==> src/rtl/skg_pkg.sv <==
package skg_pkg;
  localparam int NLANE      = 4;
  localparam int KEY_W      = 128;
  localparam int ADDR_W     = 48;
  localparam int CLKV_W     = 26;
  localparam int FILL_W     = 6;
  localparam logic [FILL_W-1:0] FILL = 6'b011011;
  localparam int SEED_W     = KEY_W + ADDR_W + CLKV_W + FILL_W;
  localparam int COL_W      = 128;
  localparam int CNT_W      = 8;
  localparam int RELOAD_AT  = 240;
  localparam int LIVE_AT    = RELOAD_AT + 1;
  localparam int LANE_LEN [NLANE] = '{25, 31, 33, 39};
  localparam int FEED_W   [NLANE] = '{49, 55, 49, 55};
  localparam int FEED_LO  [NLANE] = '{159, 104, 55, 0};
  localparam int RELD_LO  [NLANE] = '{0, 25, 56, 89};
  localparam logic [63:0] LANE_TAPS [NLANE] = '{
    64'h0000_0000_0108_0880,
    64'h0000_0000_4080_8800,
    64'h0000_0001_0880_0008,
    64'h0000_0048_0800_0008
  };
endpackage

==> src/rtl/feed_sreg.sv <==
module feed_sreg #(
  parameter int W = 49
) (
  input  logic         clk,
  input  logic         rst_n,
  input  logic         load,
  input  logic         adv,
  input  logic [W-1:0] din,
  output logic         bit_out
);
  logic [W-1:0] q, q_d;

  always_comb begin
    q_d = q;
    if (load)     q_d = din;
    else if (adv) q_d = {q[W-2:0], load};
  end

  always_ff @(posedge clk or negedge rst_n) begin
    if (!rst_n) q <= '0;
    else        q <= q_d;
  end

  assign bit_out = q[W-1];


  zero_fill_chk: assert property (@(posedge clk) disable iff (!rst_n)
    (adv && !load) |=> (q[0] == 1'b0));
endmodule

==> src/rtl/gated_lfsr.sv <==
module gated_lfsr #(
  parameter int          LEN  = 25,
  parameter logic [63:0] TAPS = 64'h0108_0880
) (
  input  logic           clk,
  input  logic           rst_n,
  input  logic           clr,
  input  logic           adv,
  input  logic           gate,
  input  logic           ld,
  input  logic [LEN-1:0] ld_val,
  input  logic           in_bit,
  output logic           top_bit
);
  logic [LEN-1:0] s, s_d;
  logic           fb;

  assign fb = ^(s & TAPS[LEN-1:0]);

  always_comb begin
    s_d = s;
    if (clr)      s_d = '0;
    else if (ld)  s_d = ld_val;
    else if (adv) s_d = {s[LEN-2:0], in_bit ^ (gate & fb)};
  end

  always_ff @(posedge clk or negedge rst_n) begin
    if (!rst_n) s <= '0;
    else        s <= s_d;
  end

  assign top_bit = s[LEN-1];


  lane_clear_chk: assert property (@(posedge clk) disable iff (!rst_n)
    clr |=> (s == '0));

  lane_hold_chk: assert property (@(posedge clk) disable iff (!rst_n)
    (!clr && !adv && !ld) |=> $stable(s));

  open_switch_chk: assert property (@(posedge clk) disable iff (!rst_n)
    (adv && !clr && !ld && !gate) |=> (s[0] == $past(in_bit)));
endmodule

==> src/rtl/sum_combiner.sv <==
module sum_combiner #(
  parameter int N = 4
) (
  input  logic         clk,
  input  logic         rst_n,
  input  logic         clr,
  input  logic         adv,
  input  logic [N-1:0] x,
  output logic         z
);
  logic [1:0] c, cp, c_d, cp_d;
  logic [2:0] y;
  logic [3:0] tot;
  logic [1:0] s;

  always_comb begin
    y = '0;
    for (int i = 0; i < N; i++) y = y + 3'(x[i]);
    tot = 4'(y) + 4'(c);
    s   = tot[2:1];
    z   = (^x) ^ c[0];
    c_d  = c;
    cp_d = cp;
    if (clr) begin
      c_d  = '0;
      cp_d = '0;
    end else if (adv) begin
      c_d  = s ^ c ^ {cp[0], cp[1] ^ cp[0]};
      cp_d = c;
    end
  end

  always_ff @(posedge clk or negedge rst_n) begin
    if (!rst_n) begin
      c  <= '0;
      cp <= '0;
    end else begin
      c  <= c_d;
      cp <= cp_d;
    end
  end


  carry_hold_chk: assert property (@(posedge clk) disable iff (!rst_n)
    (!clr && !adv) |=> $stable({c, cp}));

  carry_shift_chk: assert property (@(posedge clk) disable iff (!rst_n)
    (adv && !clr) |=> (cp == $past(c)));
endmodule

==> src/rtl/ks_ctl.sv <==
module ks_ctl
  import skg_pkg::*;
(
  input  logic             clk,
  input  logic             rst_n,
  input  logic             init,
  input  logic             en,
  output logic             adv,
  output logic             reload,
  output logic             collect_en,
  output logic             live,
  output logic [NLANE-1:0] gate
);
  logic             run, run_d;
  logic [CNT_W-1:0] cnt, cnt_d;
  logic             go;

  assign go = run & en & ~init;

  always_comb begin
    run_d = run;
    cnt_d = cnt;
    if (init) begin
      run_d = 1'b1;
      cnt_d = '0;
    end else if (go && (cnt < CNT_W'(LIVE_AT))) begin
      cnt_d = cnt + 1'b1;
    end
  end

  always_ff @(posedge clk or negedge rst_n) begin
    if (!rst_n) begin
      run <= 1'b0;
      cnt <= '0;
    end else begin
      run <= run_d;
      cnt <= cnt_d;
    end
  end

  assign adv        = go & (cnt != CNT_W'(RELOAD_AT));
  assign reload     = go & (cnt == CNT_W'(RELOAD_AT));
  assign collect_en = adv & (cnt < CNT_W'(RELOAD_AT));
  assign live       = run & (cnt == CNT_W'(LIVE_AT));

  for (genvar gi = 0; gi < NLANE; gi++) begin : g_gate
    assign gate[gi] = (cnt >= CNT_W'(LANE_LEN[gi]));
  end


  reload_then_live_chk: assert property (@(posedge clk) disable iff (!rst_n)
    reload |=> live);

  live_entry_chk: assert property (@(posedge clk) disable iff (!rst_n)
    $rose(live) |-> $past(reload));

  restart_chk: assert property (@(posedge clk) disable iff (!rst_n)
    init |=> (run && cnt == '0));
endmodule

==> src/rtl/sumcomb_keystream.sv <==
module sumcomb_keystream
  import skg_pkg::*;
(
  input  logic          clk,
  input  logic          rst_n,
  input  logic          init,
  input  logic          en,
  input  logic [127:0]  key_in,
  input  logic [47:0]   addr_in,
  input  logic [25:0]   clk26_in,
  input  logic          pt_bit,
  output logic          ct_bit,
  output logic          ks_bit,
  output logic          ks_valid
);
  logic [SEED_W-1:0] seed_vec;
  logic [COL_W-1:0]  col, col_d;
  logic [NLANE-1:0]  lane_in, lane_top, gate;
  logic              adv, reload, collect_en, live, z;

  assign seed_vec = {key_in, addr_in, clk26_in, FILL};

  ks_ctl u_ctl (
    .clk(clk), .rst_n(rst_n), .init(init), .en(en),
    .adv(adv), .reload(reload), .collect_en(collect_en),
    .live(live), .gate(gate)
  );

  for (genvar gi = 0; gi < NLANE; gi++) begin : g_lane
    feed_sreg #(.W(FEED_W[gi])) u_feed (
      .clk(clk), .rst_n(rst_n), .load(init), .adv(adv),
      .din(seed_vec[FEED_LO[gi] +: FEED_W[gi]]),
      .bit_out(lane_in[gi])
    );
    gated_lfsr #(.LEN(LANE_LEN[gi]), .TAPS(LANE_TAPS[gi])) u_lfsr (
      .clk(clk), .rst_n(rst_n), .clr(init), .adv(adv),
      .gate(gate[gi]), .ld(reload),
      .ld_val(col[RELD_LO[gi] +: LANE_LEN[gi]]),
      .in_bit(lane_in[gi]), .top_bit(lane_top[gi])
    );
  end

  sum_combiner #(.N(NLANE)) u_comb (
    .clk(clk), .rst_n(rst_n), .clr(init), .adv(adv),
    .x(lane_top), .z(z)
  );

  always_comb begin
    col_d = col;
    if (collect_en) col_d = {col[COL_W-2:0], z};
  end

  always_ff @(posedge clk or negedge rst_n) begin
    if (!rst_n) col <= '0;
    else        col <= col_d;
  end

  assign ks_valid = live & ~init;
  assign ks_bit   = ks_valid & z;
  assign ct_bit   = ks_valid & (pt_bit ^ z);


  valid_gate_chk: assert property (@(posedge clk) disable iff (!rst_n)
    !ks_valid |-> (!ks_bit && !ct_bit));

  init_blanks_chk: assert property (@(posedge clk) disable iff (!rst_n)
    init |-> !ks_valid);
endmodule

==> config.mk <==
export PLATFORM = sky130hd
export DESIGN_NAME = sumcomb_keystream
export DESIGN_NICKNAME = d
export VERILOG_FILES = /design/src/rtl/skg_pkg.sv /design/src/rtl/feed_sreg.sv /design/src/rtl/gated_lfsr.sv /design/src/rtl/sum_combiner.sv /design/src/rtl/ks_ctl.sv /design/src/rtl/sumcomb_keystream.sv
export SDC_FILE = /design/constraint.sdc
export NUM_CORES = 1
export LEC_CHECK = 0
export ABC_AREA = 0
export BUFFER_PORTS_ARGS = -buffer_cell sky130_fd_sc_hd__clkbuf_2
export CORE_MARGIN = 2
export CORE_UTILIZATION = 50
export CTS_BUF_LIST = sky130_fd_sc_hd__clkbuf_16
export DETAILED_ROUTE_END_ITERATION = 8
export GPL_ROUTABILITY_DRIVEN = 0
export HOLD_SLACK_MARGIN = 0.15
export PLACE_DENSITY = 0.65
export SLEW_MARGIN = 20
export SYNTH_ARGS = -nofsm -noshare
export SYNTH_HDL_FRONTEND = slang
export SYNTH_SLANG_ARGS = --single-unit
export TNS_END_PERCENT = 100
==> constraint.sdc <==
create_clock -name clk -period 2.5 [get_ports clk]
set_input_delay 0.25 -clock clk [delete_from_list [all_inputs] [get_ports clk]]
set_output_delay 0.25 -clock clk [all_outputs]
set_load 0.01 [all_outputs]
==> run_results.csv <==
group,metric,value,unit
die,io_pins,210,
timing,finalMaxSlewViolations,0,
yosys,muxShareOfSynthArea,0.0709,
global_routing,grt_pass1_wl,77300,um
status,outcome,"finished with violations",
die,core.rowCount,73,
timing,tns,0,ns
clocking,htreeDepth,2,
timing,rsz0062_at_grt,"yes",
pwr,power_frac_clock,0.409,
layout,drive_gt1_frac,0.203,
layout,layout.nets,2425,
yosys,synth_top_family_by_area,"compound AO/OA/AOI/OAI gates",
place,port-buffer-count,209,
worst_setup_path,cp-end-kind,"flop",
layout,utilization,0.642,
timing,post-route-min-period,2.40,ns
drt,num_vias,15400,
yosys,synth_top_cell_area_share,0.592,
timing,hold_viol,0,
die,fp.dieArea,41900,sq um
clocking,cts_tree,"yes",
die,dieHeight,205,um
pwr,power.internal,0.0128,W
yosys,yosys-top-cells-count,"dfrtp_1 (477), nand2_1 (311), a21oi_1 (223)",
clocking,cts_setup_buffers,0,
worst_setup_path,arrival,2.87,ns
pwr,switchingPower,0.00411,W
yosys,yosysUniqueCellTypes,34,
status,violations,"design-rule violations",
worst_setup_path,required,2.97,ns
drt,drc,4,
pwr,cellLeakagePower,13.0,nW
worst_setup_path,startpoint,"g_lane[1].u_lfsr.s[30]",
place,dp_hpwl,26500,um
yosys,syn-num-nets,2056,
yosys,synth_compound_area_frac,0.158,
worst_setup_path,start_kind,"flop",
yosys,ys_ff_latch,477,
pwr,power_frac_seq,0.494,
yosys,synth_top_area_cell,"dfrtp_1",
clocking,worstSkewPairLatency,0.58,ns
worst_setup_path,r2r-start,"g_lane[1].u_lfsr.s[30]",
timing,final.period_utilization,0.962,
clocking,cts-buffers-inserted,50,
worst_setup_path,slowest_delay,0.48,ns
yosys,synth_edf_count,0,
yosys,yosys-top-cells-area,"dfrtp_1 (59%), mux2_2 (7.1%), a222oi_1 (6.2%)",
worst_setup_path,reg2regPathDepth,9,
pwr,p_per_area,664,nW/um^2
global_routing,antenna_found_initial,3,
place,dpl.cell_count,2478,
yosys,ys_seq_area_frac,0.592,
die,initial_utilization,0.507,
global_routing,grt_pass1_vias,15800,
drt,wl_per_cell,16.6,um
yosys,synth.most_common_cell,"dfrtp_1",
pwr,ir_drop,482,uV
flow_run,maxCapViolations,0,
yosys,async_reset_ff_frac,1.00,
die,die_w,205,um
yosys,syn_area,20200,sq um
drt,drt_pass1_iterations,9,
worst_setup_path,slowest_stage,"fa_1",
worst_hold_path,min_path_type,"primary input to asynchronous set/reset pin",
yosys,ys.flop_type,"dfrtp_1",
pwr,p_comb_frac,0.097,
drt,vias_per_cell,5.52,
clocking,clkTransAtPathRegs,0.06,ns
timing,tightest_slew,0.810,ns
worst_setup_path,setup.worst_path.class,"flop to flop",
yosys,yosys.area_share.simple,0.104,
global_routing,grtUsageTotal,0.223,
clocking,cts_root_buf,"clkbuf_16",
yosys,synth_cells,1841,
yosys,avgSynthCellArea,10.9,sq um
place,preCtsSetupSlack,-0.00676,ns
die,core_area,39700,sq um
timing,fin_ws,0.0962,ns
drt,wl,46100,um
global_routing,overflow,0,
drt,antenna_left,0,
global_routing,grt_max_degree,227,
yosys,yosys.area_share.adder,0.00571,
layout,instances_no_fill,2781,
yosys,yosys.area_share.xor_xnor,0.0130,
worst_setup_path,crit_fanout,2,
layout,area_delta_synth_final,26.5,%
timing,fmax,416,MHz
pwr,p_sw_frac,0.243,
timing,setup_viol,0,
drt,drtIter0Drc,1603,
timing,fin_skew,0.0214,ns
worst_setup_path,worstPathCellList,"ha_4 > inv_2 > fa_1 > nor2b_2 > fa_1 > xnor2_1 > nand4_1 > xnor2_1 > nor2_1",
clocking,cts.sinks,477,
yosys,yosysWarnings,0,
clocking,cts_buffer_depth,3,
timing,slew-limit-headroom,0.460,
==> kinds of logic after synthesis <==
logic type,count (synthesis)
adder cells (fa/ha/maj),8
buffers and inverters,271
AO/OA/AOI/OAI,464
multiplexers,127
AND/OR/NAND/NOR,464
XOR/XNOR,30
flip-flops,477
==> metrics by stage <==
stage	hold slack, ns	power (W)	cell area [sq um]
after floorplan	-0.0456	0.00925	20200
final	0.231	0.0169	25500
after global routing	0.292	0.0177	25500
after CTS	0.257	0.0171	25500
after detailed placement	0.254	0.00987	21900
after global placement	0.251	0.00982	21900
==> layer usage <==
metal | GRT usage | share of wire | wire length [um]
met5 | 0 | 0 | 0
met3 | 0.0361 | 0.048 | 2220
met2 | 0.372 | 0.50 | 23100
met4 | 0.0776 | 0.025 | 1170
met1 | 0.296 | 0.43 | 19600
==> power groups by stage <==
stage	sequential, W	clock, W	combinational (W)
final	0.00837	0.00693	0.00164
after global routing	0.00841	0.00742	0.00185
after CTS	0.00836	0.00712	0.00164
after detailed placement	0.00849	0	0.00138
after global placement	0.00848	0	0.00134
after floorplan	0.00843	0	0.000821
==> cells in the final DEF, fill, tap and decap left out, drive strengths merged, types with 15 or more instances in the layout <==
| cell type | n |
|---|---|
| dfrtp | 477 |
| nand2 | 311 |
| clkbuf | 258 |
| a21oi | 223 |
| dlygate4sd3 | 205 |
| inv | 143 |
| mux2 | 127 |
| a222oi | 124 |
| nor2b | 112 |
| a22oi | 93 |
| buf | 43 |
| clkinv | 26 |
| xnor2 | 23 |
| o21ai | 18 |
| nor2 | 15 |
==> layout make-up <==
cell class,count,area (sq um)
Clock inverter,41,269
Sequential cell,477,11900
Tap cell,525,657
Inverter,132,495
Multi-Input combinational cell,1093,7180
Fill cell,2994,14200
Antenna cell,7,17.5
Timing Repair Buffer,456,3710
Clock buffer,50,1250
==> critical path, delay by kind of cell, from the launching register on <==
kind	cells	cell delay, ns
XOR/XNOR	2	0.32
buffers and inverters	1	0.04
adder cells (fa/ha/maj)	3	1.21
flip-flops	1	0.41
AND/OR/NAND/NOR	3	0.33
==> state kept, by name (all words and copies together) (netlist names) <==
signal           count
col                128
u_ctl.cnt            8
u_ctl.run            1
g_lane.u_feed.q    208
u_comb.c             2
u_comb.cp            2
g_lane.u_lfsr.s    128
==> repair_timing <==
item,4_1_cts,5_1_grt
resized for setup,3,1
hold buffers,205,0
hold endpoints to repair,521,0
pin swaps,2,4
endpoints found under the setup margin,2,1
==> final timing paths <==
| check | end | slack [ns] |
|---|---|---|
| worst min register to register | g_lane[3].u_feed.q[10] | 0.47 |
| max in group asynchronous | g_lane[0].u_feed.q[8] | 1.47 |
| worst max-delay path | u_comb.c[0] | 0.1 |
| worst max register to register | u_comb.c[0] | 0.1 |
| min in group clk | g_lane[0].u_feed.q[12] | 0.45 |
| worst min-delay path | g_lane[0].u_lfsr.s[15] | 0.23 |
Power figures use the tool's default switching activity.
